<file path="src/rtl/adc_seq_pkg.sv">
package adc_seq_pkg;
  localparam int CH_W   = 3;
  localparam int NUM_CH = 1 << CH_W;
  localparam int CSR_W  = 8;

  // control/status word field positions
  localparam int SEL_LSB  = 0;
  localparam int MODE_LSB = 3;
  localparam int IE_BIT   = 5;
  localparam int GO_BIT   = 6;
  localparam int FLAG_BIT = 7;

  typedef enum logic [1:0] {
    MODE_ONE_A = 2'b00,
    MODE_ONE_B = 2'b01,
    MODE_QUAD  = 2'b10,
    MODE_OCT   = 2'b11
  } scan_mode_e;

  typedef enum logic {
    S_IDLE = 1'b0,
    S_CONV = 1'b1
  } seq_state_e;
endpackage

</file>
<file path="src/rtl/adc_trig_merge.sv">
module adc_trig_merge #(
  parameter int SYNC_STAGES = 2
) (
  input  logic clk,
  input  logic rst,
  input  logic sw_go,
  input  logic tmr_trig,
  input  logic ext_trig,
  input  logic busy,
  output logic go_pulse
);
  localparam int SH_W = SYNC_STAGES + 1;

  logic [SH_W-1:0] ext_sh;
  logic            ext_rise;

  always_ff @(posedge clk) begin
    if (rst) ext_sh <= '0;
    else     ext_sh <= {ext_sh[SH_W-2:0], ext_trig};
  end

  assign ext_rise = ext_sh[SH_W-2] & ~ext_sh[SH_W-1];
  assign go_pulse = (sw_go | tmr_trig | ext_rise) & ~busy;
endmodule

</file>
<file path="src/rtl/adc_chan_plan.sv">
module adc_chan_plan
  import adc_seq_pkg::*;
(
  input  logic [1:0]      mode,
  input  logic [CH_W-1:0] sel,
  output logic [CH_W-1:0] first_ch,
  output logic [CH_W-1:0] last_ch,
  output logic            scan
);
  always_comb begin
    scan    = mode[1];
    last_ch = sel;
    unique case (scan_mode_e'(mode))
      MODE_QUAD: first_ch = {sel[CH_W-1], {(CH_W-1){1'b0}}};
      MODE_OCT:  first_ch = '0;
      default:   first_ch = sel;
    endcase
  end
endmodule

</file>
<file path="src/rtl/adc_result_ram.sv">
module adc_result_ram #(
  parameter int DATA_W = 10,
  parameter int DEPTH  = 8,
  localparam int AW    = $clog2(DEPTH)
) (
  input  logic              clk,
  input  logic              we,
  input  logic [AW-1:0]     waddr,
  input  logic [DATA_W-1:0] wdata,
  input  logic [AW-1:0]     raddr,
  output logic [DATA_W-1:0] rdata
);
  logic [DATA_W-1:0] mem [DEPTH];

  always_ff @(posedge clk) begin
    if (we) mem[waddr] <= wdata;
    rdata <= mem[raddr];
  end
endmodule

</file>
<file path="src/rtl/adc_scan_seq.sv">
module adc_scan_seq
  import adc_seq_pkg::*;
#(
  parameter int DATA_W      = 10,
  parameter int SYNC_STAGES = 2
) (
  input  logic              clk,
  input  logic              rst,
  input  logic              csr_we,
  input  logic [CSR_W-1:0]  csr_wdata,
  output logic [CSR_W-1:0]  csr_rdata,
  input  logic              tmr_trig,
  input  logic              ext_trig,
  output logic              conv_start,
  output logic [CH_W-1:0]   conv_ch,
  input  logic              conv_done,
  input  logic [DATA_W-1:0] conv_data,
  input  logic [CH_W-1:0]   rd_ch,
  output logic [DATA_W-1:0] rd_data,
  output logic              irq
);
  seq_state_e      state_q;
  logic [CH_W-1:0] sel_q;
  logic [1:0]      mode_q;
  logic            ie_q, start_q, flag_q;

  logic [CH_W-1:0] cfg_sel;
  logic [1:0]      cfg_mode;
  logic [CH_W-1:0] first_ch, last_ch;
  logic            scan;
  logic            sw_go, sw_stop, go, busy, run_on, take;

  // a write that starts a sequence uses the fields it carries
  assign cfg_sel  = csr_we ? csr_wdata[SEL_LSB +: CH_W] : sel_q;
  assign cfg_mode = csr_we ? csr_wdata[MODE_LSB +: 2]   : mode_q;

  assign sw_go   = csr_we &  csr_wdata[GO_BIT];
  assign sw_stop = csr_we & ~csr_wdata[GO_BIT];
  assign busy    = start_q | (state_q == S_CONV);
  assign run_on  = start_q & ~sw_stop;
  assign take    = (state_q == S_CONV) & conv_done & run_on;

  adc_trig_merge #(.SYNC_STAGES(SYNC_STAGES)) u_trig (
    .clk      (clk),
    .rst      (rst),
    .sw_go    (sw_go),
    .tmr_trig (tmr_trig),
    .ext_trig (ext_trig),
    .busy     (busy),
    .go_pulse (go)
  );

  adc_chan_plan u_plan (
    .mode     (cfg_mode),
    .sel      (cfg_sel),
    .first_ch (first_ch),
    .last_ch  (last_ch),
    .scan     (scan)
  );

  adc_result_ram #(.DATA_W(DATA_W), .DEPTH(NUM_CH)) u_ram (
    .clk   (clk),
    .we    (take),
    .waddr (conv_ch),
    .wdata (conv_data),
    .raddr (rd_ch),
    .rdata (rd_data)
  );

  always_ff @(posedge clk) begin
    if (rst) begin
      state_q    <= S_IDLE;
      sel_q      <= '0;
      mode_q     <= '0;
      ie_q       <= 1'b0;
      start_q    <= 1'b0;
      flag_q     <= 1'b0;
      conv_start <= 1'b0;
      conv_ch    <= '0;
      irq        <= 1'b0;
    end else begin
      conv_start <= 1'b0;
      irq        <= flag_q & ie_q;
      if (csr_we) begin
        sel_q  <= csr_wdata[SEL_LSB +: CH_W];
        mode_q <= csr_wdata[MODE_LSB +: 2];
        ie_q   <= csr_wdata[IE_BIT];
        if (!csr_wdata[FLAG_BIT]) flag_q <= 1'b0;
      end
      if (sw_stop) start_q <= 1'b0;
      unique case (state_q)
        S_IDLE: begin
          if (go) begin
            start_q    <= 1'b1;
            conv_ch    <= first_ch;
            conv_start <= 1'b1;
            state_q    <= S_CONV;
          end
        end
        S_CONV: begin
          if (conv_done) begin
            if (!run_on) begin
              state_q <= S_IDLE;
            end else if (conv_ch == last_ch) begin
              flag_q <= 1'b1;
              if (!scan) begin
                start_q <= 1'b0;
                state_q <= S_IDLE;
              end else begin
                conv_ch    <= first_ch;
                conv_start <= 1'b1;
              end
            end else begin
              conv_ch    <= conv_ch + 1'b1;
              conv_start <= 1'b1;
            end
          end
        end
        default: state_q <= S_IDLE;
      endcase
    end
  end

  assign csr_rdata = {flag_q, start_q, ie_q, mode_q, sel_q};
endmodule

</file>
<file path="config.mk">
export PLATFORM = sky130hd
export DESIGN_NAME = adc_scan_seq
export DESIGN_NICKNAME = d
export VERILOG_FILES = /design/src/rtl/adc_seq_pkg.sv /design/src/rtl/adc_trig_merge.sv /design/src/rtl/adc_chan_plan.sv /design/src/rtl/adc_result_ram.sv /design/src/rtl/adc_scan_seq.sv
export SDC_FILE = /design/constraint.sdc
export NUM_CORES = 1
export LEC_CHECK = 0
export BUFFER_PORTS_ARGS = -buffer_cell sky130_fd_sc_hd__buf_2
export CORE_ASPECT_RATIO = 1.4
export CORE_MARGIN = 1.5
export CORE_UTILIZATION = 50
export DETAILED_ROUTE_END_ITERATION = 8
export PLACE_DENSITY = 0.67
export SLEW_MARGIN = 10
export SYNTH_ARGS = -nofsm -noshare
export SYNTH_HDL_FRONTEND = slang
export SYNTH_HIERARCHICAL = 1
export SYNTH_SLANG_ARGS = --single-unit
</file>
<file path="constraint.sdc">
create_clock -name clk -period 4.8 [get_ports clk]
set_input_delay 0.96 -clock clk [delete_from_list [all_inputs] [get_ports clk]]
set_output_delay 0.96 -clock clk [all_outputs]
set_load 0.02 [all_outputs]
</file>
==> metrics.txt <==
library cells used by synthesis 40; maximum ir drop on the vdd rail 0.2874 mV; Non-Filler Instances 390; class of the tightest hold or removal check flop to flop; final-stage net count 311; number of buffers created by CTS 9; final worst hold slack 442.7 ps; Worst Hold Launch u_trig/ext_sh[0]; antenna violations before repair 0; shortest clock period the worst path allows after layout 2685 ps; detailed-route DRC error count 0; horizontal die dimension 80.99 µm; end point of the most critical hold path u_trig/ext_sh[1]; H-Tree Depth 3; R2R Setup Slk 2430 ps; vias in the first global route 2177; setup TNS 0 ps; flop and latch count out of synthesis 107; residual antenna-violating net count after detailed routing 0; startpoint of the most critical register-to-register path state_q; unrepaired setup endpoints after global routing false; routed wire length 7064 µm; worst setup slack after layout 2115 ps; DP HPWL 4773 µm; final count of hold timing violations 0; power per cell area 419.0 nW/µm²; data arrival time of the critical path 2650 ps; endpoint class of the critical path flop; maximum clock frequency 0.3725 GHz; number of DRC violations after detailed-routing iteration 0 154; global-route wire length before repair 11190 µm; Post-synth EDFFs 80; clock tree skew after final layout 7.418 ps; Tot GR Track Use 0.1745; Worst Path Required 4760 ps; routability-driven placement congestion ratio 0.9202; Setup CP Type input pin to flop; most numerous cell in the Yosys netlist edfxtp_1; Period Utilization, post-route 0.5593; grt ovf 0; Max-cap violations 0; maximum clock insertion buffer count 2; most used standard cells in the synthesized netlist edfxtp_1 (80), dfxtp_1 (27), mux4_1 (20), mux2_2 (15), nor2_1 (12); first-pass iteration count of the detailed router 4; netlist area before placement 4258 µm²; normalized max-slew margin 0.4096; number of slew-limit violations in the final report 0; number of buffers added to fix hold violations after cts 0; Inst Count DP 374; Site Rows 39; Wirelength per Cell 18.11 µm; most used flip-flop cell after synthesis edfxtp_1; initial cell density of the core 0.5194; share of cells above drive strength 1 0.3125; clock net sink count 107; number of gates given a new drive strength after cts 0; Inserted Diodes 0; post-synthesis instance total 235; pre-CTS WS 1758 ps; CTS Root Buffer Type clkbuf_16; fill cell total of the finished layout 608; library cell with the largest summed area after synthesis edfxtp_1; area added between synthesis and finish 14.99%; result of the run complete, no violations; clock insertion delay at the later pin of the skew report 340 ps; syn_area_per_cell 18.12 µm²; path depth of the worst reg2reg path 5; CTS tree done; Post-synth ARST share 0; Worst R2R End u_ram/mem[7][1]; Syn Nets 263; I/O pin count 50; die height 112.2 µm; Critical Path Start Type input pin; placeable core area 8198 µm²; pin count of the biggest net entering global routing 21; Port Buf Inserts 49; portion of the post-synthesis area used by sequential elements 0.6912; transition at the pin with the smallest max-transition slack 882.4 ps; area enclosed by the die boundary 9086 µm²; number of buffers inserted by post-CTS setup repair 0; largest cells by area after synthesis edfxtp_1 (56%), dfxtp_1 (13%), mux4_1 (12%), mux2_2 (4.0%), buf_4 (1.2%); final-report setup violation count 0; via count 2141; clock input transition at the sequential cells of the worst setup and hold paths 60 ps; yosys warns 6; Synth top area share 0.5642; leakage 1.813 nW; highest fanout seen on the critical path 10; number of stages on the worst hold path 1; drt via density 5.490
[flip-flops by register name, indices dropped and copies added (netlist names)]
signal and flops:
ie_q 1, conv_start 1, state_q 1, conv_ch 3, sel_q 3, u_trig/ext_sh 3
u_ram/mem 80, u_ram/rdata 10, flag_q 1, start_q 1, irq 1, mode_q 2
[final cells by class]
cell class,instances,area (µm²),area share
Sequential cell,107,2943,0.6011
Multi-Input combinational cell,108,1191,0.2433
Timing Repair Buffer,51,260.3,0.05316
Clock buffer,11,252.7,0.05162
Tap cell,102,127.6,0.02607
Clock inverter,5,98.84,0.02019
Inverter,6,22.52,0.004600
[layout by cell type, fill, tap and decap left out, types with 2 or more instances in the layout]
| cell type | synthesis | final |
|---|---|---|
| a21oi_1 | 4 | 4 |
| or3_1 | 2 | 2 |
| nand2_1 | 4 | 4 |
| edfxtp_1 | 80 | 80 |
| mux2i_1 | 3 | 3 |
| o211ai_1 | 2 | 2 |
| clkbuf_16 | 0 | 9 |
| nand2b_1 | 5 | 5 |
| nor3_1 | 4 | 4 |
| and2_1 | 6 | 6 |
| o2111ai_1 | 2 | 2 |
| clkinv_1 | 1 | 2 |
| mux2_2 | 15 | 15 |
| buf_4 | 7 | 2 |
| a211oi_1 | 2 | 2 |
| mux4_1 | 20 | 20 |
| bufinv_16 | 0 | 3 |
| nor2b_1 | 7 | 7 |
| nor2_1 | 12 | 12 |
| o21ai_0 | 2 | 2 |
| dfxtp_1 | 27 | 27 |
| inv_1 | 5 | 5 |
| clkbuf_8 | 0 | 2 |
| buf_2 | 0 | 49 |
| xor2_2 | 2 | 2 |
[stage by stage]
stage | power [W] | area [µm²] | util
2_1_floorplan | 0.001183 | 4258 | -
3_3_place_gp | 0.001232 | 4544 | 0.5543
3_5_place_dp | 0.001237 | 4544 | 0.5543
4_1_cts | 0.002073 | 4896 | 0.5972
5_1_grt | 0.002126 | 4896 | 0.5972
6_report | 0.002052 | 4896 | 0.5972
[per-layer routing]
layer,part of all wire,track usage
met1,0.42,0.2137
met2,0.52,0.2844
met3,0.043,0.04797
met4,0.021,0.08046
met5,0,0
[report_power, final]
part / switching (W) / internal (W) / total [W]
clock network: 0.000300 / 0.000535 / 0.000835
registers: 0.0000209 / 0.00101 / 0.00104
logic: 0.000106 / 0.0000757 / 0.000181
total: 0.000426 / 0.00163 / 0.00205
[how the worst max path moves through the flow]
stage	startpoint	end	slack (ps)	depth (start not counted)
2_1_floorplan	csr_we	u_ram/mem[4][0]	1880	6
3_3_place_gp	csr_we	u_ram/mem[5][7]	1820	6
3_5_place_dp	csr_we	u_ram/mem[3][0]	1760	6
4_1_cts	csr_we	u_ram/mem[3][1]	2110	6
5_1_grt	csr_we	u_ram/mem[7][5]	2000	6
6_report	csr_we	u_ram/mem[7][1]	2120	6
[worst max-delay path, stage by stage]
cell     delay, ps
buf_2          160
nor2b_4        150
or3_4          380
inv_1          130
nand2_1        130
nor2_1         720
[kinds of logic (layout without fill, tap and decap cells)]
family / after synthesis / in the layout / synth area share
AO/OA/AOI/OAI: 19 / 19 / 0.03350
adder cells (fa/ha/maj): 1 / 1 / 0.002938
flip-flops: 107 / 107 / 0.6912
XOR/XNOR: 3 / 3 / 0.009697
multiplexers: 38 / 38 / 0.1701
buffers and inverters: 20 / 73 / 0.02909
AND/OR/NAND/NOR: 47 / 47 / 0.06347
Note: power is estimated with default switching activity, not from simulation.
